## src/rtl/rtc_rdy_pkg.sv

```systemverilog
package rtc_rdy_pkg;

    // Default geometry: 15-bit prescaler at 32768 Hz, 64 counts each side of the wrap
    localparam int DEF_PRESC_W  = 15;
    localparam int DEF_HALF_WIN = 64;

    typedef struct packed {
        logic ready_prev;
        logic flag;
    } flag_state_t;

    typedef struct packed {
        logic ready;
    } win_state_t;

endpackage

```

## src/rtl/rtc_prescaler.sv

```systemverilog
module rtc_prescaler #(
    parameter int PRESC_W = rtc_rdy_pkg::DEF_PRESC_W
) (
    input  logic               clk,
    input  logic               rst_n,
    input  logic               tick,
    input  logic               hold,
    output logic [PRESC_W-1:0] cnt_d_o,
    output logic [PRESC_W-1:0] cnt_q_o,
    output logic               strobe_o
);
    localparam logic [PRESC_W-1:0] CNT_MAX = {PRESC_W{1'b1}};

    typedef struct packed {
        logic [PRESC_W-1:0] cnt;
        logic               strobe;
    } presc_state_t;

    presc_state_t st_d, st_q;

    always_comb begin
        st_d        = st_q;
        st_d.strobe = 1'b0;
        if (hold) begin
            st_d.cnt = '0;
        end else if (tick) begin
            st_d.cnt    = st_q.cnt + 1'b1;
            st_d.strobe = (st_q.cnt == CNT_MAX);
        end
    end

    always_ff @(posedge clk or negedge rst_n) begin
        if (!rst_n) st_q <= '0;
        else        st_q <= st_d;
    end

    assign cnt_d_o  = st_d.cnt;
    assign cnt_q_o  = st_q.cnt;
    assign strobe_o = st_q.strobe;

    AST_HOLD_ZERO: assert property (@(posedge clk) disable iff (!rst_n)
        hold |=> (cnt_q_o == '0 && !strobe_o));
    AST_STROBE_AT_WRAP: assert property (@(posedge clk) disable iff (!rst_n)
        strobe_o |-> (cnt_q_o == '0));
    AST_STROBE_SINGLE: assert property (@(posedge clk) disable iff (!rst_n)
        strobe_o |=> !strobe_o);
    AST_COUNT_IDLE: assert property (@(posedge clk) disable iff (!rst_n)
        (!tick && !hold) |=> $stable(cnt_q_o));
endmodule

```

## src/rtl/rtc_keepout.sv

```systemverilog
module rtc_keepout #(
    parameter int PRESC_W  = rtc_rdy_pkg::DEF_PRESC_W,
    parameter int HALF_WIN = rtc_rdy_pkg::DEF_HALF_WIN
) (
    input  logic               clk,
    input  logic               rst_n,
    input  logic [PRESC_W-1:0] cnt_next,
    input  logic [PRESC_W-1:0] cnt_now,
    output logic               ready_o
);
    import rtc_rdy_pkg::*;

    localparam logic [PRESC_W-1:0] LO_EDGE = PRESC_W'(HALF_WIN);
    localparam logic [PRESC_W-1:0] HI_EDGE = PRESC_W'((1 << PRESC_W) - HALF_WIN);

    win_state_t st_d, st_q;

    // Ready for the next cycle is taken from the next count so it lines up with it
    always_comb begin
        st_d.ready = (cnt_next >= LO_EDGE) && (cnt_next < HI_EDGE);
    end

    always_ff @(posedge clk or negedge rst_n) begin
        if (!rst_n) st_q <= '0;
        else        st_q <= st_d;
    end

    assign ready_o = st_q.ready;

    AST_LOW_AT_WRAP: assert property (@(posedge clk) disable iff (!rst_n)
        (cnt_now == '0) |-> !ready_o);
    AST_LOW_AT_TOP: assert property (@(posedge clk) disable iff (!rst_n)
        (cnt_now == {PRESC_W{1'b1}}) |-> !ready_o);
endmodule

```

## src/rtl/rtc_rdy_flag.sv

```systemverilog
module rtc_rdy_flag (
    input  logic clk,
    input  logic rst_n,
    input  logic ready,
    input  logic irq_en,
    input  logic sw_clr,
    input  logic svc_ack,
    output logic flag_o,
    output logic irq_o
);
    import rtc_rdy_pkg::*;

    flag_state_t st_d, st_q;
    logic        rise;
    logic        clr;

    always_comb begin
        rise            = ready && !st_q.ready_prev;
        clr             = sw_clr || svc_ack;
        st_d.ready_prev = ready;
        if (rise)     st_d.flag = 1'b1;
        else if (clr) st_d.flag = 1'b0;
        else          st_d.flag = st_q.flag;
    end

    always_ff @(posedge clk or negedge rst_n) begin
        if (!rst_n) st_q <= '0;
        else        st_q <= st_d;
    end

    assign flag_o = st_q.flag;
    assign irq_o  = st_q.flag && irq_en;

    AST_SET_WINS: assert property (@(posedge clk) disable iff (!rst_n)
        rise |=> flag_o);
    AST_CLEAR_TAKES: assert property (@(posedge clk) disable iff (!rst_n)
        (clr && !rise) |=> !flag_o);
    AST_FLAG_STICKY: assert property (@(posedge clk) disable iff (!rst_n)
        (flag_o && !clr) |=> flag_o);
    AST_NO_SPURIOUS_SET: assert property (@(posedge clk) disable iff (!rst_n)
        (!flag_o && !rise) |=> !flag_o);
endmodule

```

## src/rtl/rtc_rdy_window.sv

```systemverilog
module rtc_rdy_window #(
    parameter int PRESC_W  = rtc_rdy_pkg::DEF_PRESC_W,
    parameter int HALF_WIN = rtc_rdy_pkg::DEF_HALF_WIN
) (
    input  logic               clk,
    input  logic               rst_n,
    input  logic               tick,
    input  logic               wr_hold,
    input  logic               irq_en,
    input  logic               sw_clr,
    input  logic               svc_ack,
    output logic [PRESC_W-1:0] presc_cnt,
    output logic               sec_strobe,
    output logic               ready,
    output logic               rdy_flag,
    output logic               irq
);
    logic [PRESC_W-1:0] cnt_next;

    rtc_prescaler #(.PRESC_W(PRESC_W)) u_presc (
        .clk      (clk),
        .rst_n    (rst_n),
        .tick     (tick),
        .hold     (wr_hold),
        .cnt_d_o  (cnt_next),
        .cnt_q_o  (presc_cnt),
        .strobe_o (sec_strobe)
    );

    rtc_keepout #(.PRESC_W(PRESC_W), .HALF_WIN(HALF_WIN)) u_win (
        .clk      (clk),
        .rst_n    (rst_n),
        .cnt_next (cnt_next),
        .cnt_now  (presc_cnt),
        .ready_o  (ready)
    );

    rtc_rdy_flag u_flag (
        .clk     (clk),
        .rst_n   (rst_n),
        .ready   (ready),
        .irq_en  (irq_en),
        .sw_clr  (sw_clr),
        .svc_ack (svc_ack),
        .flag_o  (rdy_flag),
        .irq_o   (irq)
    );

    AST_STROBE_NOT_READY: assert property (@(posedge clk) disable iff (!rst_n)
        sec_strobe |-> !ready);
    AST_IRQ_NEEDS_FLAG: assert property (@(posedge clk) disable iff (!rst_n)
        irq |-> rdy_flag);
endmodule

```

## config.mk

```make
export PLATFORM = sky130hd
export DESIGN_NAME = rtc_rdy_window
export DESIGN_NICKNAME = d
export VERILOG_FILES = /design/src/rtl/rtc_rdy_pkg.sv /design/src/rtl/rtc_prescaler.sv /design/src/rtl/rtc_keepout.sv /design/src/rtl/rtc_rdy_flag.sv /design/src/rtl/rtc_rdy_window.sv
export SDC_FILE = /design/constraint.sdc
export NUM_CORES = 1
export LEC_CHECK = 0
export ABC_CLOCK_PERIOD_IN_PS = 4900
export BUFFER_PORTS_ARGS = -buffer_cell sky130_fd_sc_hd__buf_2
export CORE_MARGIN = 5
export CORE_UTILIZATION = 55
export CTS_BUF_LIST = sky130_fd_sc_hd__clkbuf_2 sky130_fd_sc_hd__clkbuf_4 sky130_fd_sc_hd__clkbuf_8
export CTS_CLUSTER_DIAMETER = 120
export DETAILED_ROUTE_END_ITERATION = 12
export MAX_ROUTING_LAYER = met4
export PLACE_DENSITY = 0.84
export SLEW_MARGIN = 25
export SYNTH_ARGS = -nofsm -noshare
export SYNTH_HDL_FRONTEND = slang
export SYNTH_HIERARCHICAL = 1
export SYNTH_SLANG_ARGS = --single-unit
```

## constraint.sdc

```tcl
create_clock -name clk -period 4.9 [get_ports clk]
set_input_delay 0.245 -clock clk [delete_from_list [all_inputs] [get_ports clk]]
set_output_delay 0.245 -clock clk [all_outputs]
set_load 0.1 [all_outputs]
```

==> results.ini <==
[drt]
ant_nets=0
drt_iter0_markers=26
wl_met1_um=916
top_layer_used=met4
wl_met2_um=955
met3RoutedLength_um=132
first_pass_iters=4
vias=799
drc=0
via_per_inst=5.627
wl_per_cell_um=14.61
wirelength_um=2075

[placed_design]
gp_congestion=0.8254
io_buffers=25
hpwlAfterDp_um=1525
dpl.cell_count=137

[grt]
grt_pass1_vias=779
antenna_found_initial=0
track_usage_pct=18.19
grt_overflow=0
grt_max_degree=20
grt_pass1_wl_um=3532

[critical_path]
arrival_ps=2320
reg2reg_depth=7
path_max_fanout=6
required_ps=5080
worstSetupStartpointType=register
crit_type=reg2reg
worstSetupEndpointType=register

[logic_synthesis]
syn_inst=97
yosys_warnings=6
synth_nets=105
netlist_area_um2=985.9
synth_area_per_cell_um2=10.16

[clock_tree]
clkTransAtPathRegs_ps=100
h-tree-depth=1
cts_resized=0
cts_inserted_buffers=3
clockBufferDepth=2
cts_tree=yes
numClockSinks=19
clk_latency_ps=300
clockRootBuffer=clkbuf_4

[sta]
period_minus_slack_ps=2139
report.final.slew_viol_count=0
worstMarginPinSlew_ps=492.8
final.setup.tns_ps=0
skew_ps=3.682
finalCritPeriodShare_pct=43.65
rsz0062_at_grt=no
setup_viol=0
relSlewSlack_pct=67.37
hold_viol=0
max_freq_mhz=467.6

[hold_path]
min_path_type=in2reg
min_path_cells=2

[floorplanning]
die_w_um=52.34
die-area_um2=2739
rows=15
pin_count=26
coreArea_um2=1708
start_util_pct=57.73
die_h_um=52.34

[final_layout]
fin_nets=126
drive_gt1_share_pct=30.77
diodes=0
fillCellCount=137
final_cells=142
area.growth.synth_to_final_pct=12.69

[power_and_ir_drop]
vdd_drop_max_uv=194.3
p_per_area_nw_per_um2=245.3
power_leakage_nw=0.5336
p_total_w=0.0002726

[run_status]
outcome=complete, no violations

[flow_run]
maxCapViolCount=0

==> power by group <==
part           switching [W]  internal, W  leakage [nW]
registers         0.00000284     0.000158         0.264
clock network      0.0000468    0.0000373        0.0184
logic              0.0000214   0.00000583         0.251
==> flip-flops by register name (all words and copies together), names as in the netlist <==
signal            cells
u_presc/cnt_q_o      15
u_presc/strobe_o      1
u_win/ready_o         1
u_flag/st_q           1
u_flag/flag_o         1
==> cell usage in the layout (no fill, tap or decap), types with 4 or more instances in the layout <==
| cell type | count |
|---|---|
| nand4_1 | 7 |
| clkbuf_4 | 4 |
| buf_2 | 25 |
| nand2_1 | 5 |
| nor2_1 | 14 |
| nand3_1 | 4 |
| dfrtp_1 | 19 |
| xor2_1 | 7 |
| nor3_1 | 4 |
| xnor2_1 | 5 |
==> path summary, 6_finish.rpt <==
check / slack, ps / end / from
worst max-delay path: 2760 / u_win/ready_o / u_presc/cnt_q_o[0]
worst min-delay path: 120 / u_flag/flag_o / sw_clr
worst max register to register: 2760 / u_win/ready_o / u_presc/cnt_q_o[0]
worst min register to register: 410 / u_flag/st_q[1] / u_win/ready_o
max in group asynchronous: 4220 / u_presc/cnt_q_o[8] / rst_n
min in group asynchronous: 390 / u_presc/cnt_q_o[2] / rst_n
==> layout make-up <==
cell class | instances | area, µm² | area share, %
Inverter | 2 | 7.507 | 0.6757
Timing Repair Buffer | 26 | 135.1 | 12.16
Sequential cell | 19 | 475.5 | 42.79
Multi-Input combinational cell | 66 | 431.7 | 38.85
Clock buffer | 4 | 30.03 | 2.703
Tap cell | 25 | 31.28 | 2.815
==> metal layers <==
metal / vias up / GRT usage [%]
met3: 9 / 2.849
met2: 45 / 29.75
li1: 376 / -
met1: 369 / 21.74
met5: - / -
met4: 0 / 8.936
==> stage by stage <==
| stage | area, µm² | util, % | hold WS [ps] | worst slack [ps] |
|---|---|---|---|---|
| 2_1_floorplan | 985.9 | - | -50.59 | 2250 |
| 3_3_place_gp | 1071 | 62.71 | 198.3 | 2872 |
| 3_5_place_dp | 1071 | 62.71 | 199.0 | 2784 |
| 4_1_cts | 1111 | 65.05 | 115.6 | 2757 |
| 5_1_grt | 1111 | 65.05 | 121.8 | 2586 |
| 6_report | 1111 | 65.05 | 124.2 | 2761 |
==> worst max-delay path: stages (launching register included) <==
cell and delay [ps]:
dfrtp_1 460, and4_2 320, nand2_2 70, or4_1 490
a21oi_1 300, nand4_1 130, nor3_1 190, a31oi_1 60
==> timing repair <==
| action | in CTS | in global routing |
|---|---|---|
| buffers inserted | 0 | 0 |
| hold buffers | 1 | 0 |
| hold endpoints to repair | 19 | 0 |
Note: power is estimated with default switching activity, not from simulation.
